$ cat src/rtl/lvmon_pkg.sv
package lvmon_pkg;
  localparam int unsigned DW       = 8;
  localparam int unsigned B_FLAG   = 7;
  localparam int unsigned B_ACK    = 6;
  localparam int unsigned B_IRQEN  = 5;
  localparam int unsigned B_RSTEN  = 4;
  localparam int unsigned B_STOPEN = 3;
  localparam int unsigned B_DETEN  = 2;
  localparam int unsigned B_BGEN   = 0;

  typedef struct packed {
    logic irq_en;
    logic rst_en;
    logic stop_en;
    logic det_en;
    logic bg_en;
  } ctrl_t;

  localparam ctrl_t CTRL_RST = '{irq_en: 1'b0, rst_en: 1'b1, stop_en: 1'b1,
                                 det_en: 1'b1, bg_en: 1'b0};
endpackage

$ cat src/rtl/lvmon_sync.sv
module lvmon_sync #(
  parameter int unsigned WIDTH  = 2,
  parameter int unsigned STAGES = 2
) (
  input  logic             clk_i,
  input  logic             rst_ni,
  input  logic [WIDTH-1:0] d_i,
  output logic [WIDTH-1:0] q_o
);
  logic [STAGES-1:0][WIDTH-1:0] stg_q;

  always_ff @(posedge clk_i or negedge rst_ni) begin
    if (!rst_ni) stg_q[0] <= '0;
    else         stg_q[0] <= d_i;
  end

  for (genvar s = 1; s < STAGES; s++) begin : g_stage
    always_ff @(posedge clk_i or negedge rst_ni) begin
      if (!rst_ni) stg_q[s] <= '0;
      else         stg_q[s] <= stg_q[s-1];
    end
  end

  assign q_o = stg_q[STAGES-1];
endmodule

$ cat src/rtl/lvmon_cfg.sv
module lvmon_cfg
  import lvmon_pkg::*;
(
  input  logic  clk_i,
  input  logic  rst_ni,
  input  logic  wr_stb_i,
  input  ctrl_t wval_i,
  output ctrl_t cfg_o,
  output logic  lock_o
);
  ctrl_t cfg_q;
  logic  lock_q;

  always_ff @(posedge clk_i or negedge rst_ni) begin
    if (!rst_ni) begin
      cfg_q  <= CTRL_RST;
      lock_q <= 1'b0;
    end else if (wr_stb_i) begin
      lock_q        <= 1'b1;
      cfg_q.irq_en  <= wval_i.irq_en;
      cfg_q.stop_en <= wval_i.stop_en;
      cfg_q.bg_en   <= wval_i.bg_en;
      if (!lock_q) begin
        cfg_q.det_en <= wval_i.det_en;
        cfg_q.rst_en <= wval_i.rst_en;
      end
    end
  end

  assign cfg_o  = cfg_q;
  assign lock_o = lock_q;
endmodule

$ cat src/rtl/lvmon_warn.sv
module lvmon_warn (
  input  logic clk_i,
  input  logic rst_ni,
  input  logic warn_s_i,
  input  logic ack_i,
  output logic flag_o
);
  logic flag_q;

  // a live warning always wins over an acknowledge
  always_ff @(posedge clk_i or negedge rst_ni) begin
    if (!rst_ni)       flag_q <= 1'b0;
    else if (warn_s_i) flag_q <= 1'b1;
    else if (ack_i)    flag_q <= 1'b0;
  end

  assign flag_o = flag_q;
endmodule

$ cat src/rtl/lvmon_ctrl.sv
module lvmon_ctrl
  import lvmon_pkg::*;
#(
  parameter int unsigned SYNC_STAGES = 2
) (
  input  logic          clk_i,
  input  logic          rst_ni,
  input  logic          sel_i,
  input  logic          rd_i,
  input  logic          wr_i,
  input  logic [DW-1:0] wdata_i,
  output logic [DW-1:0] rdata_o,
  input  logic          lvd_cmp_i,
  input  logic          lvw_cmp_i,
  input  logic          stop_i,
  output logic          warn_irq_o,
  output logic          lv_rst_req_o,
  output logic          bg_buf_en_o
);
  logic [1:0] cmp_s;
  logic       lvd_s, lvw_s;
  logic       wr_stb, ack_stb;
  logic       lock, warn_flag, det_live;
  ctrl_t      wval, cfg;
  logic       unused_wbits;

  lvmon_sync #(.WIDTH(2), .STAGES(SYNC_STAGES)) i_sync (
    .clk_i (clk_i),
    .rst_ni(rst_ni),
    .d_i   ({lvd_cmp_i, lvw_cmp_i}),
    .q_o   (cmp_s)
  );
  assign lvd_s = cmp_s[1];
  assign lvw_s = cmp_s[0];

  assign wr_stb  = sel_i & wr_i;
  assign ack_stb = wr_stb & wdata_i[B_ACK];
  assign wval    = '{irq_en: wdata_i[B_IRQEN], rst_en: wdata_i[B_RSTEN],
                     stop_en: wdata_i[B_STOPEN], det_en: wdata_i[B_DETEN],
                     bg_en: wdata_i[B_BGEN]};
  assign unused_wbits = ^{wdata_i[B_FLAG], wdata_i[1]};

  lvmon_cfg i_cfg (
    .clk_i   (clk_i),
    .rst_ni  (rst_ni),
    .wr_stb_i(wr_stb),
    .wval_i  (wval),
    .cfg_o   (cfg),
    .lock_o  (lock)
  );

  lvmon_warn i_warn (
    .clk_i   (clk_i),
    .rst_ni  (rst_ni),
    .warn_s_i(lvw_s),
    .ack_i   (ack_stb),
    .flag_o  (warn_flag)
  );

  // detect path is live when enabled, and in stop only with stop enable
  assign det_live     = cfg.det_en & (~stop_i | cfg.stop_en);
  assign lv_rst_req_o = lvd_s & det_live & cfg.rst_en;
  assign warn_irq_o   = warn_flag & cfg.irq_en;
  assign bg_buf_en_o  = cfg.bg_en;

  always_comb begin
    rdata_o = '0;
    if (sel_i && rd_i) begin
      rdata_o[B_FLAG]   = warn_flag;
      rdata_o[B_IRQEN]  = cfg.irq_en;
      rdata_o[B_RSTEN]  = cfg.rst_en;
      rdata_o[B_STOPEN] = cfg.stop_en;
      rdata_o[B_DETEN]  = cfg.det_en;
      rdata_o[B_BGEN]   = cfg.bg_en;
    end
  end
endmodule

$ cat config.mk
export PLATFORM = sky130hd
export DESIGN_NAME = lvmon_ctrl
export DESIGN_NICKNAME = d
export VERILOG_FILES = /design/src/rtl/lvmon_pkg.sv /design/src/rtl/lvmon_sync.sv /design/src/rtl/lvmon_cfg.sv /design/src/rtl/lvmon_warn.sv /design/src/rtl/lvmon_ctrl.sv
export SDC_FILE = /design/constraint.sdc
export NUM_CORES = 1
export LEC_CHECK = 0
export BUFFER_PORTS_ARGS = -buffer_cell sky130_fd_sc_hd__buf_2
export CAP_MARGIN = 15
export CELL_PAD_IN_SITES_DETAIL_PLACEMENT = 1
export CELL_PAD_IN_SITES_GLOBAL_PLACEMENT = 1
export CORE_MARGIN = 4
export CORE_UTILIZATION = 29
export DETAILED_ROUTE_END_ITERATION = 7
export PLACE_DENSITY = 0.77
export SLEW_MARGIN = 15
export SYNTH_ARGS = -nofsm -noshare
export SYNTH_HDL_FRONTEND = slang
export SYNTH_SLANG_ARGS = --single-unit
$ cat constraint.sdc
create_clock -name clk_i -period 1.25 [get_ports clk_i]
set_input_delay 0.1875 -clock clk_i [delete_from_list [all_inputs] [get_ports clk_i]]
set_output_delay 0.1875 -clock clk_i [all_outputs]
set_load 0.005 [all_outputs]
==> summary by stage <==
Hold path
The number of cells on the worst hold path is 1. The worst hold path class is input port to flip-flop. In this run the most critical hold path is launched from lvw_cmp_i. The worst hold path endpoint is i_sync.stg_q[0].

Detailed routing
The per-cell routed wire length is 11.6 um. After detailed routing, the total wire length is 871 um. For this run, the detailed router's first-pass iteration total came to 1. The number of vias per cell is 4.61. The number of DRC markers in iteration 0 is 0.

For this run, design rule violations remaining after detail routing come to 0. The total via count in the routed design is 346. The number of routed nets with antenna violations is 0.

Placed design
The post-placement worst setup slack is 0.244 ns. The weighted congestion at the end of routability-driven global placement is 0.620. The placed instances occupy a cell area of 568 um^2. The number of buffers added on ports is 22.

CTS
The cell chosen for the clock root is sky130_fd_sc_hd__clkbuf_4. The latest clock arrival within the worst-skew pair is 0.26 ns. The register clock-pin slew on the reported worst setup and hold paths is 0.07 ns. The number of H-tree branching levels is 1. The CTS tree is built.

The largest buffer count on any clock path is 2. The clock net in this run drives a total of 11 sinks. The total CTS buffers is 3.

Floorplan
The starting utilization of the core area is 32.6%. The horizontal die dimension is 47.4 um. The die area is 0.00225 mm^2. During I/O placement, the number of pins put on the boundary was 27. The floorplan has 13 rows. The core region is 0.00138 mm^2. The die outline height is 47.4 um.

Yosys
The post-synthesis sequential element count is 11. In this run, synthesis inferred 0 flip-flops with an integrated enable. The dominant cell by count in the synthesized netlist is sky130_fd_sc_hd__dfrtp_1.

The share of synthesized area in the top cell type comes to 44.4%. Counting distinct cell types in the post-synthesis netlist gives 14. The mapped netlist covers 450 um^2.

For this run, asynchronously set or reset flops after synthesis account for 100%. The number of synthesis warnings is 0. By count the netlist is led by sky130_fd_sc_hd__dfrtp_1 (8), sky130_fd_sc_hd__and3_2 (6), sky130_fd_sc_hd__mux2_2 (5), sky130_fd_sc_hd__dfstp_2 (3). The commonest register cell after synthesis is sky130_fd_sc_hd__dfrtp_1. The post-synthesis instance total is 34. By area the synthesized netlist is led by sky130_fd_sc_hd__dfrtp_1 (44%), sky130_fd_sc_hd__dfstp_2 (18%), sky130_fd_sc_hd__mux2_2 (13%), sky130_fd_sc_hd__and3_2 (10%), sky130_fd_sc_hd__buf_4 (3.3%). The post-synthesis sequential area ratio is 61.9%. The mean instance size in the synthesized netlist is 13.2 um^2. The cell accounting for the most synthesized area is sky130_fd_sc_hd__dfrtp_1.

Setup path
The endpoint identified for the worst register-to-register timing path is i_cfg.cfg_o[1]. The critical path capture point type is an output port. Walking the worst path, the cells encountered are nand3_2 > a21oi_2 > buf_2. The delay of the slowest critical-path stage is 0.54 ns. The slowest stage of the critical path is the sky130_fd_sc_hd__dfstp_2 cell. The category of the most critical setup path is flip-flop to output port. Along the worst path, the maximum fanout reaches 3. STA puts the critical path data arrival time at 1.10 ns. The worst setup path is launched from a flip-flop.

The endpoint required time on the critical path is 1.06 ns. The worst-case register-to-register setup slack is 0.33 ns. The worst register-to-register path has a depth of 2. In this run the critical register-to-register path is launched from i_cfg.lock_o.

Layout
The relative area change from synthesis to final layout is 40.0%. The final standard cell area without fillers is 631 um^2. The number of antenna diodes is 0. The number of nets in the finished design is 77. The share of post-route cells with drive strength above 1 is 70.0%. The layout filler cell count is 153. Summing all multi-input logic gate instances after layout gives 169 um^2. Across the whole layout, storage elements account for 279 um^2.

STA
Setup violations remaining at the end of the flow were counted as 4. For this run, the top clock speed supported by timing is 0.777 GHz. The setup TNS is -0.0577 ns. The count of final hold-check violations came to 0. The setup skew after layout is 0.00251 ns. Setup repair after global routing could not meet its margin everywhere. The final number of max-transition violations is 0. The final critical delay including setup and external delays is 1.29 ns. The smallest setup slack after layout is -0.0364 ns. Of the available clock period, the critical path in the final layout requires 103%.

Power and ir drop
The share of total power in the clock network is 30.0%. Across the VDD grid, the largest voltage drop is 0.726 mV. The sequential power share is 54.6%.

The internal power summed over all cells is 593 uW. In this run the power density over the cells is 1240 mW/mm^2. Combinational cells account for 15.4% of the total power.

Of the total power, the share spent switching nets is 23.8%. The cell leakage power is 0.000318 uW. Summed over all nets, the switching power comes to 185 uW.

GRT
The total congestion overflow after global routing is 0. The global routing usage summed across all routing layers is 8.79%. The via count of the first global-routing pass is 336. The number of antenna violations at the first check in global routing is 0. The first global-routing pass estimated 1350 um of wire. Entering global routing, the biggest net connects 12 pins.

Run
The tool flagged a number of max-cap violations equal to 0.

Status
The run finished, with violations left. The final reports fail on negative setup slack.
-- stage by stage --
step                      instances  utilization (%)  total power [uW]  hold WS (ns)
after floorplan                  35                -               478        -0.108
after global placement           70             41.1               536        0.0650
after detailed placement         70             41.1               540        0.0637
after CTS                        75             44.9               790        0.0128
after global routing             75             45.6               825        0.0108
final                            75             45.6               779        0.0236
-- power groups by stage --
stage / combinational [uW] / sequential, uW / clock (uW)
floorplan: 55.9 / 423 / 0
global placement: 108 / 428 / 0
detailed placement: 110 / 429 / 0
CTS: 118 / 426 / 246
global route: 135 / 430 / 260
finish: 120 / 425 / 234
-- cell usage in the layout (no fill, tap or decap), types with 2 or more instances in the layout --
master                     Yosys  layout
sky130_fd_sc_hd__buf_6         0       2
sky130_fd_sc_hd__dfstp_2       3       3
sky130_fd_sc_hd__dfrtp_1       8       8
sky130_fd_sc_hd__buf_2         0      20
sky130_fd_sc_hd__mux2_2        5       5
sky130_fd_sc_hd__clkbuf_4      0       3
sky130_fd_sc_hd__conb_1        1       2
sky130_fd_sc_hd__and3_2        6       5
-- worst max-delay path: cells and delay by family, from the launching register on --
kind	cells	cell delay, ns
flip-flops	1	0.54
buffers and inverters	1	0.12
AND/OR/NAND/NOR	1	0.08
AO/OA/AOI/OAI	1	0.10
-- worst max-delay path by stage --
stage                              start            to  cells past startpoint
after floorplan           i_cfg.cfg_o[3]  lv_rst_req_o                      2
after global placement    i_cfg.cfg_o[3]  lv_rst_req_o                      3
after detailed placement  i_cfg.cfg_o[3]  lv_rst_req_o                      3
after CTS                 i_cfg.cfg_o[3]  lv_rst_req_o                      3
after global routing      i_cfg.cfg_o[3]  lv_rst_req_o                      3
final                     i_cfg.cfg_o[3]  lv_rst_req_o                      3
-- area by class of cell --
type | instances | area share, %
flip-flops and latches | 11 | 44.2
multi-input cells | 21 | 26.8
repair buffers | 23 | 21.0
clock buffers | 3 | 3.57
well taps | 15 | 2.98
clock inverters | 1 | 0.794
inverters | 1 | 0.595
-- state kept, by name (all words and copies together), names as in the netlist --
| register | count |
|---|---|
| i_cfg.cfg_o | 5 |
| i_cfg.lock_o | 1 |
| i_sync.q_o | 2 |
| i_sync.stg_q | 2 |
| i_warn.flag_o | 1 |
-- what timing repair did --
item,4_1_cts,5_1_grt
hold buffers,1,0
buffers inserted,0,0
hold endpoints to repair,8,0
resized for setup,3,2
setup endpoints to repair,4,4
-- logic make-up after synthesis --
kind of cell | after synthesis | share of synthesized area, %
AND/OR/NAND/NOR | 12 | 17.8
flip-flops | 11 | 61.9
multiplexers | 5 | 12.5
buffers and inverters | 3 | 4.16
AO/OA/AOI/OAI | 2 | 2.78
other | 1 | 0.833
-- per-layer routing --
layer / routed length [um] / global-route usage (%) / part of all wire (%) / up-vias
met5: 0 / 0 / 0 / -
met4: 0 / 4.97 / 0 / 0
met3: 74 / 3.38 / 8.5 / 0
met2: 441 / 14.4 / 51 / 11
met1: 355 / 9.65 / 41 / 166
li1: - / - / - / 169
(Power assumes the default switching activity.)
